[src/rtl/booth_pkg.sv]
package booth_pkg;

  typedef struct packed {
    logic neg;  // digit is negative
    logic two;  // magnitude 2
    logic one;  // magnitude 1
  } booth_digit_t;

  // window {b[2j+1], b[2j], b[2j-1]} -> signed digit
  function automatic booth_digit_t recode(input logic [2:0] win);
    booth_digit_t d;
    d.neg = win[2];
    d.one = win[1] ^ win[0];
    d.two = (win[2] & ~win[1] & ~win[0]) | (~win[2] & win[1] & win[0]);
    return d;
  endfunction

endpackage

[src/rtl/booth_digit_enc.sv]
module booth_digit_enc
  import booth_pkg::*;
#(
  parameter int WIDTH = 16
) (
  input  logic [WIDTH-1:0]                    b_i,
  output booth_digit_t [WIDTH/2-1:0]          digits_o
);
  localparam int ROWS = WIDTH / 2;

  logic [WIDTH:0] b_ext;
  assign b_ext = {b_i, 1'b0};

  for (genvar j = 0; j < ROWS; j++) begin : g_dig
    assign digits_o[j] = recode(b_ext[2*j +: 3]);
  end

endmodule

[src/rtl/booth_row_gen.sv]
module booth_row_gen
  import booth_pkg::*;
#(
  parameter int WIDTH = 16
) (
  input  logic [WIDTH-1:0] a_i,
  input  booth_digit_t     digit_i,
  output logic [WIDTH:0]   row_o
);
  logic [WIDTH:0] mag;

  always_comb begin
    if (digit_i.one)      mag = {a_i[WIDTH-1], a_i};
    else if (digit_i.two) mag = {a_i, 1'b0};
    else                  mag = '0;
  end

  // ones' complement for negative digits; +1 added elsewhere
  assign row_o = mag ^ {(WIDTH+1){digit_i.neg}};

endmodule

[src/rtl/csa_chain.sv]
module csa_chain #(
  parameter int PW   = 32,
  parameter int NUMR = 9
) (
  input  logic [PW-1:0] rows_i [NUMR],
  output logic [PW-1:0] sum_o,
  output logic [PW-1:0] carry_o
);
  localparam int STAGES = NUMR - 2;

  logic [PW-1:0] s_q [STAGES+1];
  logic [PW-1:0] c_q [STAGES+1];

  assign s_q[0] = rows_i[0];
  assign c_q[0] = rows_i[1];

  for (genvar k = 0; k < STAGES; k++) begin : g_csa
    logic [PW-1:0] x;
    assign x          = rows_i[k+2];
    assign s_q[k+1]   = s_q[k] ^ c_q[k] ^ x;
    assign c_q[k+1]   = ((s_q[k] & c_q[k]) | (s_q[k] & x) | (c_q[k] & x)) << 1;
  end

  assign sum_o   = s_q[STAGES];
  assign carry_o = c_q[STAGES];

endmodule

[src/rtl/booth_mul.sv]
module booth_mul
  import booth_pkg::*;
#(
  parameter int WIDTH = 16
) (
  input  logic                 clk_i,
  input  logic                 rst_ni,
  input  logic                 valid_i,
  input  logic [WIDTH-1:0]     a_i,
  input  logic [WIDTH-1:0]     b_i,
  output logic                 valid_o,
  output logic [2*WIDTH-1:0]   product_o
);
  localparam int ROWS = WIDTH / 2;
  localparam int PW   = 2 * WIDTH;
  localparam int NUMR = ROWS + 1;

  booth_digit_t [ROWS-1:0] digits;
  logic [WIDTH:0]          row   [ROWS];
  logic [PW-1:0]           pp    [NUMR];
  logic [PW-1:0]           corr;
  logic [PW-1:0]           red_sum, red_carry, result;
  logic                    valid_q;
  logic [PW-1:0]           prod_q;

  booth_digit_enc #(.WIDTH(WIDTH)) i_enc (
    .b_i      (b_i),
    .digits_o (digits)
  );

  for (genvar j = 0; j < ROWS; j++) begin : g_row
    logic sgn;

    booth_row_gen #(.WIDTH(WIDTH)) i_row (
      .a_i     (a_i),
      .digit_i (digits[j]),
      .row_o   (row[j])
    );

    assign sgn = row[j][WIDTH];

    // sign template: first row gets {~s, s, s}, later rows {1, ~s}
    if (j == 0) begin : g_first
      assign pp[j] = PW'({~sgn, sgn, sgn, row[j][WIDTH-1:0]});
    end else begin : g_rest
      assign pp[j] = PW'({1'b1, ~sgn, row[j][WIDTH-1:0]}) << (2*j);
    end
  end

  // +1 of each inverted row at its lowest column
  always_comb begin
    corr = '0;
    for (int j = 0; j < ROWS; j++) corr[2*j] = digits[j].neg;
  end
  assign pp[ROWS] = corr;

  csa_chain #(.PW(PW), .NUMR(NUMR)) i_csa (
    .rows_i  (pp),
    .sum_o   (red_sum),
    .carry_o (red_carry)
  );

  assign result = red_sum + red_carry;

  always_ff @(posedge clk_i or negedge rst_ni) begin
    if (!rst_ni) begin
      valid_q <= 1'b0;
      prod_q  <= '0;
    end else begin
      valid_q <= valid_i;
      if (valid_i) prod_q <= result;
    end
  end

  assign valid_o   = valid_q;
  assign product_o = prod_q;

endmodule

[config.mk]
export PLATFORM = sky130hd
export DESIGN_NAME = booth_mul
export DESIGN_NICKNAME = d
export VERILOG_FILES = /design/src/rtl/booth_pkg.sv /design/src/rtl/booth_digit_enc.sv /design/src/rtl/booth_row_gen.sv /design/src/rtl/csa_chain.sv /design/src/rtl/booth_mul.sv
export SDC_FILE = /design/constraint.sdc
export NUM_CORES = 1
export LEC_CHECK = 0
export ABC_AREA = 1
export ABC_CLOCK_PERIOD_IN_PS = 800
export BUFFER_PORTS_ARGS = -buffer_cell sky130_fd_sc_hd__clkbuf_2
export CAP_MARGIN = 20
export CORE_MARGIN = 3
export CORE_UTILIZATION = 25
export CTS_CLUSTER_SIZE = 24
export DETAILED_ROUTE_END_ITERATION = 6
export HOLD_SLACK_MARGIN = 0.08
export PLACE_DENSITY_LB_ADDON = 0.05
export REMOVE_ABC_BUFFERS = 1
export SYNTH_ARGS = -nofsm -noshare
export SYNTH_HDL_FRONTEND = slang
export SYNTH_HIERARCHICAL = 1
export SYNTH_SLANG_ARGS = --single-unit
[constraint.sdc]
create_clock -name clk_i -period 0.8 [get_ports clk_i]
set_input_delay 0.04 -clock clk_i [delete_from_list [all_inputs] [get_ports clk_i]]
set_output_delay 0.04 -clock clk_i [all_outputs]
set_load 0.05 [all_outputs]
==> impl_metrics.ini, run 1 <==
[finish]
synthToLayoutAreaGrowth_pct = 36.1
n_fill_cell = 5644
drive_gt1_share_pct = 28.9
diodes = 0
seqCellArea_um2 = 826
layout_commonest_cell = nand2_1
fin_area_um2 = 18000
fin_nets = 2488
multiInputGateArea_um2 = 12700
final_cells = 2884
final_cell_mix = nand2_1, fa_1, nand3_1, inv_1, buf_4
fin_util_pct = 34.8

[timing]
drv_slew = 0
fin_crit_sh_pct = 681
rsz0062_at_grt = yes
hold_violations = 0
setup_viol = 65
fin_crit_ns = 5.45
fin_skew_ns = 0
clock.fmax_mhz = 184
setup_ws_ns = -4.65

[critical_path]
worst_ep_arrival_time_ns = 5.61
start_kind = input pin
worstSetupPathType = input pin to register
max_stage_delay_ns = 0.54
cp.required_ns = 0.97
cp_max_fo = 6
cp_slowest_cell = fa_1
crit_top_cell = fa_1
end_kind = register
critical_path_buf_inv_count = 5
reg2reg_slack_ns = 0.03
crit_family = adder cells

[global_routing]
grt-ovfl-total = 0
grt_pass1_vias = 11900
antenna_found_initial = 0
grtUsageTotal_pct = 14.0
grt_max_degree = 36
grt_pass1_wl_um = 63700

[synth]
synth_top_family_by_area = simple AND/OR/NAND/NOR gates
postSynthCellCount = 1849
ys_types = 36
synth_simple_gate_area_share_pct = 41.1
avgSynthCellArea_um2 = 7.17
async_flop_share_pct = 100
synthTopCellsByArea = fa_1, nand2_1, nand3_1
synth_area_leader_cell = fa_1
synth_fa_ha_area_share_pct = 35.5
synth_compound_area_share_pct = 1.58
yosysWarnings = 6
synth-seq-cells = 33
synth.mux.area_fraction_pct = 0
synth.top_cell.area_share_pct = 32.0
yosys.area_share.xor_xnor_pct = 2.70
netlist_area_um2 = 13300
synth-edff-count = 0
yosysSeqAreaShare_pct = 6.23
synthFlopType = dfrtp_1

[die]
design.die.area_um2 = 55800
die_h_um = 236
start_util_pct = 25.5
coreArea_um2 = 51900
io_pins = 68
row_count = 83
die_x_um = 236

[routing]
met2_length_um = 20200
first_pass_iters = 5
routed_wirelength_um = 39600
routed-wl-met3_um = 587
via_per_inst = 4.24
wire_per_inst_um = 13.7
drc_errors = 0
drt_iter0_markers = 500
vias = 12200
wl_met1_um = 18500
antenna_left = 0
topRoutingLayerUsed = met4

[clock_network]
clk_pin_slew_ns = 0.05
clkLatencyLatePin_ns = 0.28
numClockSinks = 33
htreeDepth = 2
clk_path_buf_depth = 2
cts_tree = done
clock-root-buffer = clkbuf_16
cts_made_buffers = 5

[flow_run]
drv_cap = 0

[placement]
dpl.hpwl_um = 33500
pre_cts_ws_ns = -5.19
place.gp.congestion = 0.783
dpl_cell_area_um2 = 15600
io_buffers = 67
dpl.cell_count = 2834

[hold_path]
min_path_type = input pin to async pin

[run_status]
status = complete, but fails checks
violations = negative setup slack
[per-stage QoR]
stage / hold WS, ns / setup TNS (ns)
after floorplan: -0.256 / -153.23
final: 0.168 / -142.81
after global placement: -0.0882 / -157.62
after global routing: 0.173 / -150.24
after detailed placement: -0.0839 / -157.96
after CTS: 0.155 / -145.78
[layout make-up]
cell class	instances	area share, %
Multi-Input combinational cell	1689	70.3
Tap cell	680	4.71
Timing Repair Buffer	272	14.8
Inverter	201	4.68
Timing Repair inverter	2	0.139
Sequential cell	33	4.58
Clock buffer	7	0.790
[synthesized netlist by cell type, types with 9 or more instances]
| master | instances |
|---|---|
| nand2_2 | 10 |
| nand2_4 | 9 |
| fa_1 | 212 |
| a21oi_1 | 20 |
| ha_1 | 37 |
| xnor2_1 | 16 |
| nand3_2 | 84 |
| nor2_1 | 43 |
| buf_2 | 9 |
| buf_6 | 16 |
| xor2_1 | 23 |
| dfrtp_1 | 33 |
| nand3_1 | 211 |
| nand2_1 | 828 |
| buf_12 | 16 |
| inv_1 | 184 |
| buf_4 | 27 |
[registers in the layout (all words and copies together) (netlist names)]
register,flops
product_o,32
valid_o,1
[cell families after synthesis]
family	count (synthesis)
other	3
DFF	33
buffers and inverters	281
xor gates and xnor gates	40
and+or+nand+nor	1204
AOI/OAI and AO/OA	39
adders and majority gates	249
[per-layer routing]
layer,track usage [%],vias up
met4,1.15,0
met5,0,-
met3,1.01,17
met1,19.5,5839
li1,-,6252
met2,24.6,118
[final timing paths]
kind | from | cells past startpoint | end
max in group asynchronous | rst_ni | 3 | valid_o$_DFF_PN0_
min in group clk_i | valid_i | 2 | valid_o$_DFF_PN0_
min | rst_ni | 2 | product_o[29]$_DFFE_PN0P_
max | b_i[3] | 27 | product_o[20]$_DFFE_PN0P_
min reg2reg | product_o[0]$_DFFE_PN0P_ | 2 | product_o[0]$_DFFE_PN0P_
max reg2reg | product_o[5]$_DFFE_PN0P_ | 3 | product_o[5]$_DFFE_PN0P_
[repair_timing]
| item | in CTS | in global routing |
|---|---|---|
| setup buffers | 18 | 23 |
| endpoints found under the setup margin | 65 | 65 |
| endpoints found under the hold margin | 33 | 0 |
| gates cloned | 2 | 2 |
| gates resized for setup | 273 | 195 |
| pin swaps | 49 | 45 |
| hold buffers | 1 | 0 |
Power of run 1 is not shown: default switching activity piles up to over one toggle a cycle in this logic, so the estimate is an artifact.
==> run 2: changes to the inputs <==
Settings changed: CELL_PAD_IN_SITES_DETAIL_PLACEMENT from default to 1, CELL_PAD_IN_SITES_GLOBAL_PLACEMENT from default to 1.
==> impl_metrics.ini, run 2 (synthesized netlist as in run 1, its figures left out) <==
[global_routing]
grt_max_degree = 36
antenna_found_initial = 0
grt_pass1_vias = 13400
grt-ovfl-total = 0
grt_pass1_wl_um = 70900
grtUsageTotal_pct = 15.4

[finish]
drive_gt1_share_pct = 28.1
final_cell_mix = nand2_1, fa_1, nand3_1, inv_1, conb_1
fin_nets = 2475
multiInputGateArea_um2 = 12600
n_fill_cell = 6353
layout_commonest_cell = nand2_1
fin_util_pct = 34.4
diodes = 0
synthToLayoutAreaGrowth_pct = 34.8
largest_reg_flops = 32
seqCellArea_um2 = 826

[clock_network]
clkLatencyLatePin_ns = 0.29
cts_tree = done
clk_pin_slew_ns = 0.07
cts_made_buffers = 5
clock-root-buffer = clkbuf_16
numClockSinks = 33
htreeDepth = 2
clk_path_buf_depth = 2

[timing]
fin_crit_sh_pct = 686
setup_tns_ns = -143.80
hold_violations = 0
setup_viol = 65
setup_ws_ns = -4.69
fin_crit_ns = 5.49
fin_skew_ns = 0
clock.fmax_mhz = 182
rsz0062_at_grt = yes
drv_slew = 0

[run_status]
status = complete, but fails checks
violations = negative setup slack

[critical_path]
worst_ep_arrival_time_ns = 5.67
reg2reg_slack_ns = -0.08
start_kind = input pin
end_kind = register
cp_max_fo = 8
critical_path_buf_inv_count = 5
cp.required_ns = 0.98
crit_family = adder cells
cp_slowest_cell = fa_1
max_stage_delay_ns = 0.56
worstSetupPathType = input pin to register

[die]
die_h_um = 236
start_util_pct = 25.5
die_x_um = 236
design.die.area_um2 = 55800
coreArea_um2 = 51900
io_pins = 68
row_count = 83

[routing]
antenna_left = 0
vias = 12500
via_per_inst = 4.35
wire_per_inst_um = 14.9
first_pass_iters = 4
drc_errors = 0
drt_iter0_markers = 333
routed_wirelength_um = 42800

[placement]
place.gp.congestion = 0.765
dpl.hpwl_um = 36700
io_buffers = 67

[flow_run]
drv_cap = 0

[hold_path]
min_path_type = input pin to register
run 2: stage by stage:
step | setup slack (ns) | instance area, um^2 | std cells | hold WS (ns)
after CTS | -4.73 | 17400 | 2855 | 0.237
final | -4.69 | 17900 | 2872 | 0.229
after floorplan | -5.04 | 13000 | 1923 | -0.256
after global routing | -4.92 | 17900 | 2872 | 0.257
after global placement | -5.34 | 15500 | 2823 | 0.0180
after detailed placement | -5.38 | 15500 | 2823 | 0.0231
run 2: per-layer routing:
metal	part of all wire (%)	global-route usage (%)	wire length, um	vias up
met3	1.1	1.02	472	8
met2	52	28.2	22400	59
met5	0	0	0	-
met1	46	21.0	19800	6218
met4	0.31	0.696	133	0
li1	-	-	-	6218
run 2: path summary, 6_finish.rpt:
kind	start	to	cells after the start
min reg2reg	product_o[18]$_DFFE_PN0P_	product_o[18]$_DFFE_PN0P_	2
max	b_i[1]	product_o[13]$_DFFE_PN0P_	25
min in group asynchronous	rst_ni	product_o[23]$_DFFE_PN0P_	3
max in group asynchronous	rst_ni	product_o[3]$_DFFE_PN0P_	3
min	valid_i	product_o[28]$_DFFE_PN0P_	4
max reg2reg	product_o[7]$_DFFE_PN0P_	product_o[7]$_DFFE_PN0P_	4
run 2: repair_timing:
item	4_1_cts	5_1_grt
setup endpoints to repair	65	65
gates resized for setup	330	110
gates cloned	3	1
pin swaps	65	34
hold endpoints to repair	33	0
buffers inserted	20	17
hold buffers	1	0
run 2: cell type report:
| type | instances | share of cell area [%] |
|---|---|---|
| sequential | 33 | 4.62 |
| clock buffer | 5 | 0.700 |
| timing repair buffer | 260 | 14.5 |
| timing repair inverter | 1 | 0.0490 |
| inverter | 201 | 4.74 |
| multi-input combinational | 1689 | 70.5 |
| clock inverter | 3 | 0.126 |
| tap | 680 | 4.76 |
run 2: worst min-delay path, stage by stage:
cell	delay [ns]
clkbuf_2	0.11
buf_4	0.20
nand3_1	0.09
nand2_1	0.04
Power of run 2 is left out for the same reason.
